--- config.mk ---
export PLATFORM = sky130hd
export DESIGN_NAME = usb_line_rx
export DESIGN_NICKNAME = d
export VERILOG_FILES = /design/src/rtl/usb_line_rx_pkg.sv /design/src/rtl/usb_line_rx_sym.sv /design/src/rtl/usb_line_rx_sync.sv /design/src/rtl/usb_line_rx_nrzi.sv /design/src/rtl/usb_line_rx.sv
export SDC_FILE = /design/constraint.sdc
export NUM_CORES = 1
export LEC_CHECK = 0
export BUFFER_PORTS_ARGS = -buffer_cell sky130_fd_sc_hd__buf_2
export CORE_MARGIN = 2
export CORE_UTILIZATION = 50
export DETAILED_ROUTE_END_ITERATION = 7
export GPL_TIMING_DRIVEN = 0
export PLACE_DENSITY = 0.77
export SYNTH_ARGS = -nofsm -noshare
export SYNTH_HDL_FRONTEND = slang
export SYNTH_HIERARCHICAL = 1
export SYNTH_SLANG_ARGS = --single-unit
--- constraint.sdc ---
create_clock -name clk_i -period 2.8 [get_ports clk_i]
set_input_delay 0 -clock clk_i [delete_from_list [all_inputs] [get_ports clk_i]]
set_output_delay 0 -clock clk_i [all_outputs]
set_load 0.01 [all_outputs]
--- src/rtl/usb_line_rx_pkg.sv ---
package usb_line_rx_pkg;
  typedef enum logic [1:0] {LN_SE0, LN_J, LN_K, LN_SE1} line_e;
  typedef enum logic [1:0] {ST_HUNT, ST_RECV, ST_DROP} rx_state_e;
endpackage

--- src/rtl/usb_line_rx_sym.sv ---
module usb_line_rx_sym
  import usb_line_rx_pkg::*;
(
  input  logic  dp_i,
  input  logic  dm_i,
  input  logic  low_speed_i,
  output line_e line_o
);
  always_comb begin
    unique case ({dp_i, dm_i})
      2'b00:   line_o = LN_SE0;
      2'b11:   line_o = LN_SE1;
      2'b10:   line_o = low_speed_i ? LN_K : LN_J;
      default: line_o = low_speed_i ? LN_J : LN_K;
    endcase
  end
endmodule

--- src/rtl/usb_line_rx_sync.sv ---
module usb_line_rx_sync
  import usb_line_rx_pkg::*;
#(
  parameter int SYNC_LEN = 8
) (
  input  logic  clk_i,
  input  logic  rst_ni,
  input  logic  bit_en_i,
  input  line_e line_i,
  output logic  hit_o
);
  localparam int HW = SYNC_LEN - 1;

  // newest symbol at bit 0: K,K then alternating J,K going older
  function automatic logic [SYNC_LEN-1:0] sync_pat();
    logic [SYNC_LEN-1:0] p;
    for (int i = 0; i < SYNC_LEN; i++) p[i] = (i == 0) || (i % 2 == 1);
    return p;
  endfunction
  localparam logic [SYNC_LEN-1:0] PAT = sync_pat();

  logic [HW-1:0] hist_k_q, hist_ok_q;
  logic [SYNC_LEN-1:0] full_k, full_ok;

  assign full_k  = {hist_k_q, line_i == LN_K};
  assign full_ok = {hist_ok_q, (line_i == LN_K) || (line_i == LN_J)};
  assign hit_o   = (&full_ok) && (full_k == PAT);

  always_ff @(posedge clk_i or negedge rst_ni) begin
    if (!rst_ni) begin
      hist_k_q  <= '0;
      hist_ok_q <= '0;
    end else if (bit_en_i) begin
      hist_k_q  <= full_k[HW-1:0];
      hist_ok_q <= full_ok[HW-1:0];
    end
  end
endmodule

--- src/rtl/usb_line_rx_nrzi.sv ---
module usb_line_rx_nrzi
  import usb_line_rx_pkg::*;
#(
  parameter int STUFF_RUN = 6
) (
  input  logic  clk_i,
  input  logic  rst_ni,
  input  logic  bit_en_i,
  input  line_e line_i,
  input  logic  start_i,
  input  logic  run_i,
  output logic  bit_o,
  output logic  bit_valid_o,
  output logic  stuff_err_o
);
  localparam int RUN_W = $clog2(STUFF_RUN + 1);

  logic             prev_k_q;
  logic [RUN_W-1:0] ones_q;
  logic             is_jk, cur_k, at_limit;

  assign cur_k       = (line_i == LN_K);
  assign is_jk       = cur_k || (line_i == LN_J);
  assign bit_o       = (cur_k == prev_k_q);
  assign at_limit    = (ones_q == RUN_W'(STUFF_RUN));
  assign bit_valid_o = run_i && is_jk && !at_limit;
  assign stuff_err_o = run_i && is_jk && at_limit && bit_o;

  always_ff @(posedge clk_i or negedge rst_ni) begin
    if (!rst_ni) begin
      prev_k_q <= 1'b0;
      ones_q   <= '0;
    end else if (bit_en_i) begin
      if (start_i) begin
        prev_k_q <= 1'b1;          // sync ends on K with a decoded 1
        ones_q   <= RUN_W'(1);
      end else if (run_i && is_jk) begin
        prev_k_q <= cur_k;
        if (at_limit)   ones_q <= '0;
        else if (bit_o) ones_q <= ones_q + RUN_W'(1);
        else            ones_q <= '0;
      end
    end
  end

  a_r4_run_bounded: assert property (@(posedge clk_i) disable iff (!rst_ni)
    ones_q <= RUN_W'(STUFF_RUN));
endmodule

--- src/rtl/usb_line_rx.sv ---
module usb_line_rx
  import usb_line_rx_pkg::*;
#(
  parameter int SYNC_LEN  = 8,
  parameter int STUFF_RUN = 6,
  parameter int EOP_SE0   = 2
) (
  input  logic       clk_i,
  input  logic       rst_ni,
  input  logic       bit_en_i,
  input  logic       dp_i,
  input  logic       dm_i,
  input  logic       low_speed_i,
  output logic [7:0] byte_o,
  output logic       byte_valid_o,
  output logic       sop_o,
  output logic       eop_o,
  output logic       pid_err_o,
  output logic       stuff_err_o
);
  localparam int CNT_W = 3;
  localparam int SE0_W = $clog2(EOP_SE0 + 1);

  line_e            line;
  rx_state_e        state_q;
  logic             sync_hit, dbit, dbit_valid, stuff_bad;
  logic [6:0]       sh_q;
  logic [7:0]       nxt_byte, pend_q;
  logic             pend_v_q, pend_first_q;
  logic [CNT_W-1:0] cnt_q;
  logic [SE0_W-1:0] se0_q;
  logic             se0_last;

  function automatic logic pid_ok(input logic [7:0] b);
    return b[7:4] == ~b[3:0];
  endfunction

  usb_line_rx_sym u_sym (
    .dp_i(dp_i), .dm_i(dm_i), .low_speed_i(low_speed_i), .line_o(line)
  );

  usb_line_rx_sync #(.SYNC_LEN(SYNC_LEN)) u_sync (
    .clk_i(clk_i), .rst_ni(rst_ni), .bit_en_i(bit_en_i),
    .line_i(line), .hit_o(sync_hit)
  );

  usb_line_rx_nrzi #(.STUFF_RUN(STUFF_RUN)) u_nrzi (
    .clk_i(clk_i), .rst_ni(rst_ni), .bit_en_i(bit_en_i), .line_i(line),
    .start_i(state_q == ST_HUNT && sync_hit),
    .run_i(state_q == ST_RECV),
    .bit_o(dbit), .bit_valid_o(dbit_valid), .stuff_err_o(stuff_bad)
  );

  assign nxt_byte = {dbit, sh_q};
  assign se0_last = (se0_q == SE0_W'(EOP_SE0 - 1));

  always_ff @(posedge clk_i or negedge rst_ni) begin
    if (!rst_ni) begin
      state_q      <= ST_HUNT;
      sh_q         <= '0;
      cnt_q        <= '0;
      pend_q       <= '0;
      pend_v_q     <= 1'b0;
      pend_first_q <= 1'b0;
      se0_q        <= '0;
      byte_o       <= '0;
      byte_valid_o <= 1'b0;
      sop_o        <= 1'b0;
      eop_o        <= 1'b0;
      pid_err_o    <= 1'b0;
      stuff_err_o  <= 1'b0;
    end else begin
      byte_valid_o <= 1'b0;
      sop_o        <= 1'b0;
      eop_o        <= 1'b0;
      pid_err_o    <= 1'b0;
      stuff_err_o  <= 1'b0;
      if (bit_en_i) begin
        unique case (state_q)
          ST_HUNT: if (sync_hit) begin
            state_q  <= ST_RECV;
            cnt_q    <= '0;
            pend_v_q <= 1'b0;
            se0_q    <= '0;
          end
          ST_RECV: begin
            if (line == LN_SE0) begin
              if (se0_last) begin
                eop_o        <= 1'b1;
                byte_o       <= pend_q;
                byte_valid_o <= pend_v_q;
                sop_o        <= pend_v_q && pend_first_q;
                se0_q        <= '0;
                state_q      <= ST_HUNT;
              end else begin
                se0_q <= se0_q + SE0_W'(1);
              end
            end else if (line == LN_SE1 || se0_q != '0) begin
              se0_q   <= '0;
              state_q <= ST_DROP;
            end else if (stuff_bad) begin
              stuff_err_o <= 1'b1;
              state_q     <= ST_DROP;
            end else if (dbit_valid) begin
              if (cnt_q == CNT_W'(7)) begin
                cnt_q <= '0;
                if (!pend_v_q) begin
                  if (pid_ok(nxt_byte)) begin
                    pend_q       <= nxt_byte;
                    pend_v_q     <= 1'b1;
                    pend_first_q <= 1'b1;
                  end else begin
                    pid_err_o <= 1'b1;
                    state_q   <= ST_DROP;
                  end
                end else begin
                  byte_o       <= pend_q;
                  byte_valid_o <= 1'b1;
                  sop_o        <= pend_first_q;
                  pend_q       <= nxt_byte;
                  pend_first_q <= 1'b0;
                end
              end else begin
                sh_q  <= nxt_byte[7:1];
                cnt_q <= cnt_q + CNT_W'(1);
              end
            end
          end
          ST_DROP: begin
            if (line == LN_SE0) begin
              if (se0_last) begin
                se0_q   <= '0;
                state_q <= ST_HUNT;
              end else begin
                se0_q <= se0_q + SE0_W'(1);
              end
            end else begin
              se0_q <= '0;
            end
          end
          default: state_q <= ST_HUNT;
        endcase
      end
    end
  end

  a_r11_after_strobe: assert property (@(posedge clk_i) disable iff (!rst_ni)
    (byte_valid_o || eop_o || pid_err_o || stuff_err_o) |-> $past(bit_en_i));
  a_r7_sop_with_byte: assert property (@(posedge clk_i) disable iff (!rst_ni)
    sop_o |-> byte_valid_o);
  a_r6_pid_err_alone: assert property (@(posedge clk_i) disable iff (!rst_ni)
    pid_err_o |-> !byte_valid_o && !eop_o && !stuff_err_o);
  a_r5_stuff_err_alone: assert property (@(posedge clk_i) disable iff (!rst_ni)
    stuff_err_o |-> !byte_valid_o && !eop_o);
  a_r8_eop_rehunt: assert property (@(posedge clk_i) disable iff (!rst_ni)
    eop_o |-> state_q == ST_HUNT);
endmodule

==> qor.txt <==
run status = finished, final reports clean
Net Sw Frac = 33.3%
syn nets = 226
layout cells sized above 1 = 34.9%
period utilization = 94.5%
Die ar. = 6090 um^2
Worst Setup End Kind = register
Die W = 78.0 um
antenna violations before repair = 0
Crit Path Category = reg2reg
routability congestion estimate = 0.819
Hold Vio Cnt, Final = 0
P_leak = 0.00147 uW
TritonCTS Sinks = 55
global route overflow = 0
Starting Density = 52.6%
commonest non-fill, non-tap cell in the layout = dfrtp_1
diode count = 0
synth warn = 6
CP Launch Type = register
DRC errors left = 0
dpl cell area = 2920 um^2
Worst slew margin = 21.1%
final wirelength = 4.52 mm
TritonRoute pass-1 iters = 6
clock share of power = 21.7%
Max Freq = 378 MHz
CP Max Fanout = 11
Post-Syn Area = 2740 um^2
initial DRC count = 101
GRT Util Overall = 17.0%
fin crit period = 2.64 ns
Synth Register Bits = 55
worst path required time = 3.00 ns
Worst Hold Class = in2reg
nets = 253
drt wl/cell = 14.7 um
maximum root-to-sink buffer count = 2
first-pass GRT wire length = 8.23 mm
post-DP HPWL = 3.23 mm
combinational power share = 29.8%
Worst-path clk slew = 0.10 ns
Primary FF master, synth = dfrtp_1
worst vdd ir = 0.506 mV
Power Density = 683 nW/um^2
setup TNS = 0 ns
largest net degree at the start of global routing = 56
register area share after synthesis = 50.2%
H-tree depth = 2
Syn Area/Cell = 13.0 um^2
Clock Tree Root = clkbuf_8
final instance area = 3040 um^2
Worst Clk Skew = 0.00637 ns
synthesized instance count = 210
Fillers = 431
Num CTS Buffers = 5
endpoints failing setup = 0
switching pwr = 693 uW
Max Transition Viols Final = 0
Flop pwr share = 48.4%
Worst Path Arrival = 2.84 ns
CTS tree = yes
most frequent cells in the layout = 55 x dfrtp_1, 33 x mux2_2, 19 x buf_2
CORE AREA = 5200 um^2
Core Rows = 26
measured slew at the worst slew-check pin = 1.18 ns
fraction of registers with async set/reset = 100%
worst-skew pair later-pin latency = 0.31 ns
Post-synth EDFFs = 0
total power = 2080 uW
ANT nets after route = 0
area grow syn2layout = 11.1%
Int Pwr = 1390 uW
synth unique cells = 50
Die H = 78.0 um
Port Buffers = 18
vias in the first global route = 1746
max-cap violation count = 0
io pins = 19
routed vias/inst = 5.37
DR vias = 1653
## stage by stage
step | instances | setup WS (ns) | util (%) | hold slack [ns]
2_1_floorplan | 210 | 0.291 | - | -0.296
5_1_grt | 308 | -0.0158 | 58.5 | 0.293
3_5_place_dp | 298 | -0.0680 | 56.1 | 0.314
6_report | 308 | 0.155 | 58.5 | 0.261
3_3_place_gp | 298 | -0.0398 | 56.1 | 0.301
4_1_cts | 308 | 0.0167 | 58.2 | 0.255
## cell families (layout without fill, tap and decap cells)
logic type      count (synthesis)  count (layout)  synth area share [%]
xor+xnor                        6               6                  2.19
flops                          55              55                  50.2
buf+inv                        15              43                  3.24
simple gates                   57              57                  13.6
fa+ha+maj                      10              10                  4.57
mux                            44              44                  19.0
compound gates                 23              23                  7.17
## Yosys cell counts, types with 2 or more instances
master	count	area share [%]
buf_6	2	0.82
nand2b_1	5	1.1
and3_1	2	0.46
nand3b_1	2	0.55
a21oi_1	4	0.73
nor4_1	2	0.46
mux2_2	33	14
ha_1	10	4.6
mux2_4	8	4.4
nor2_1	7	0.96
nor2b_1	2	0.46
nor3b_1	2	0.55
nand4bb_1	2	0.82
nand3_1	3	0.55
o21ai_0	3	0.55
dfrtp_1	55	50
and2_1	6	1.4
a22o_1	2	0.64
inv_1	10	1.4
and3b_1	2	0.64
xnor2_1	5	1.6
nand2_1	8	1.1
mux2i_1	3	1.1
o22ai_1	2	0.46
nand4_1	3	0.69
nor3_1	3	0.55
## sequential cells by signal, summed over array words and instances, names as in the netlist
signal	count
u_sync/hist_ok_q	7
pid_err_o	1
byte_valid_o	1
eop_o	1
u_nrzi/prev_k_q	1
sh_q	7
sop_o	1
stuff_err_o	1
cnt_q	3
byte_o	8
pend_v_q	1
pend_q	8
se0_q	2
state_q	2
u_sync/hist_k_q	7
u_nrzi/ones_q	3
pend_first_q	1
## power groups by stage
stage / Combinational [uW] / Clock [uW] / Sequential (uW)
after floorplan: 491 / 0 / 994
after global placement: 584 / 0 / 1010
after detailed placement: 609 / 0 / 1020
after CTS: 614 / 467 / 1010
after global routing: 698 / 507 / 1030
final: 620 / 452 / 1010
## repair_timing
| action | 4_1_cts | 5_1_grt |
|---|---|---|
| gates resized for setup | 0 | 2 |
| buffers inserted | 0 | 0 |
| hold buffers | 2 | 0 |
| endpoints found under the setup margin | 0 | 11 |
| hold endpoints to repair | 56 | 0 |
## final cells by class
class	instances	area [um^2]	share of cell area, %
sequential	55	1380	45.2
timing repair buffer	20	110	3.62
clock buffer	5	68.8	2.26
clock inverter	3	25.0	0.822
buffer	5	51.3	1.69
multi-input combinational	140	1290	42.3
inverter	10	37.5	1.23
tap	70	87.6	2.88
## path summary, 6_finish.rpt
check | slack, ns | end | startpoint | cells after the start
max in group asynchronous | 1.60 | byte_o[6] | rst_ni | 2
worst max register to register | 0.16 | sh_q[1] | state_q[1] | 9
min in group asynchronous | 0.48 | u_sync/hist_k_q[6] | rst_ni | 2
worst min register to register | 0.51 | byte_o[3] | byte_o[3] | 1
worst max-delay path | 0.16 | sh_q[1] | state_q[1] | 9
worst min-delay path | 0.26 | u_sync/hist_ok_q[0] | dm_i | 4
## critical path, stage by stage (launching register included)
cell and delay, ns:
dfrtp_1 0.43, inv_1 0.10, ha_2 0.25, nor2b_1 0.18
and3_1 0.23, or3b_4 0.42, nor4b_4 0.27, and3b_1 0.21
buf_6 0.13, mux2_2 0.33
## per-layer routing
layer | share of wire [%] | GRT usage [%] | vias up
li1 | - | - | 809
met1 | 49 | 23.8 | 825
met2 | 48 | 27.3 | 15
met3 | 1.9 | 3.10 | 4
met4 | 0.93 | 5.09 | 0
met5 | 0 | 0 | -
Note: power is estimated with default switching activity, not from simulation.
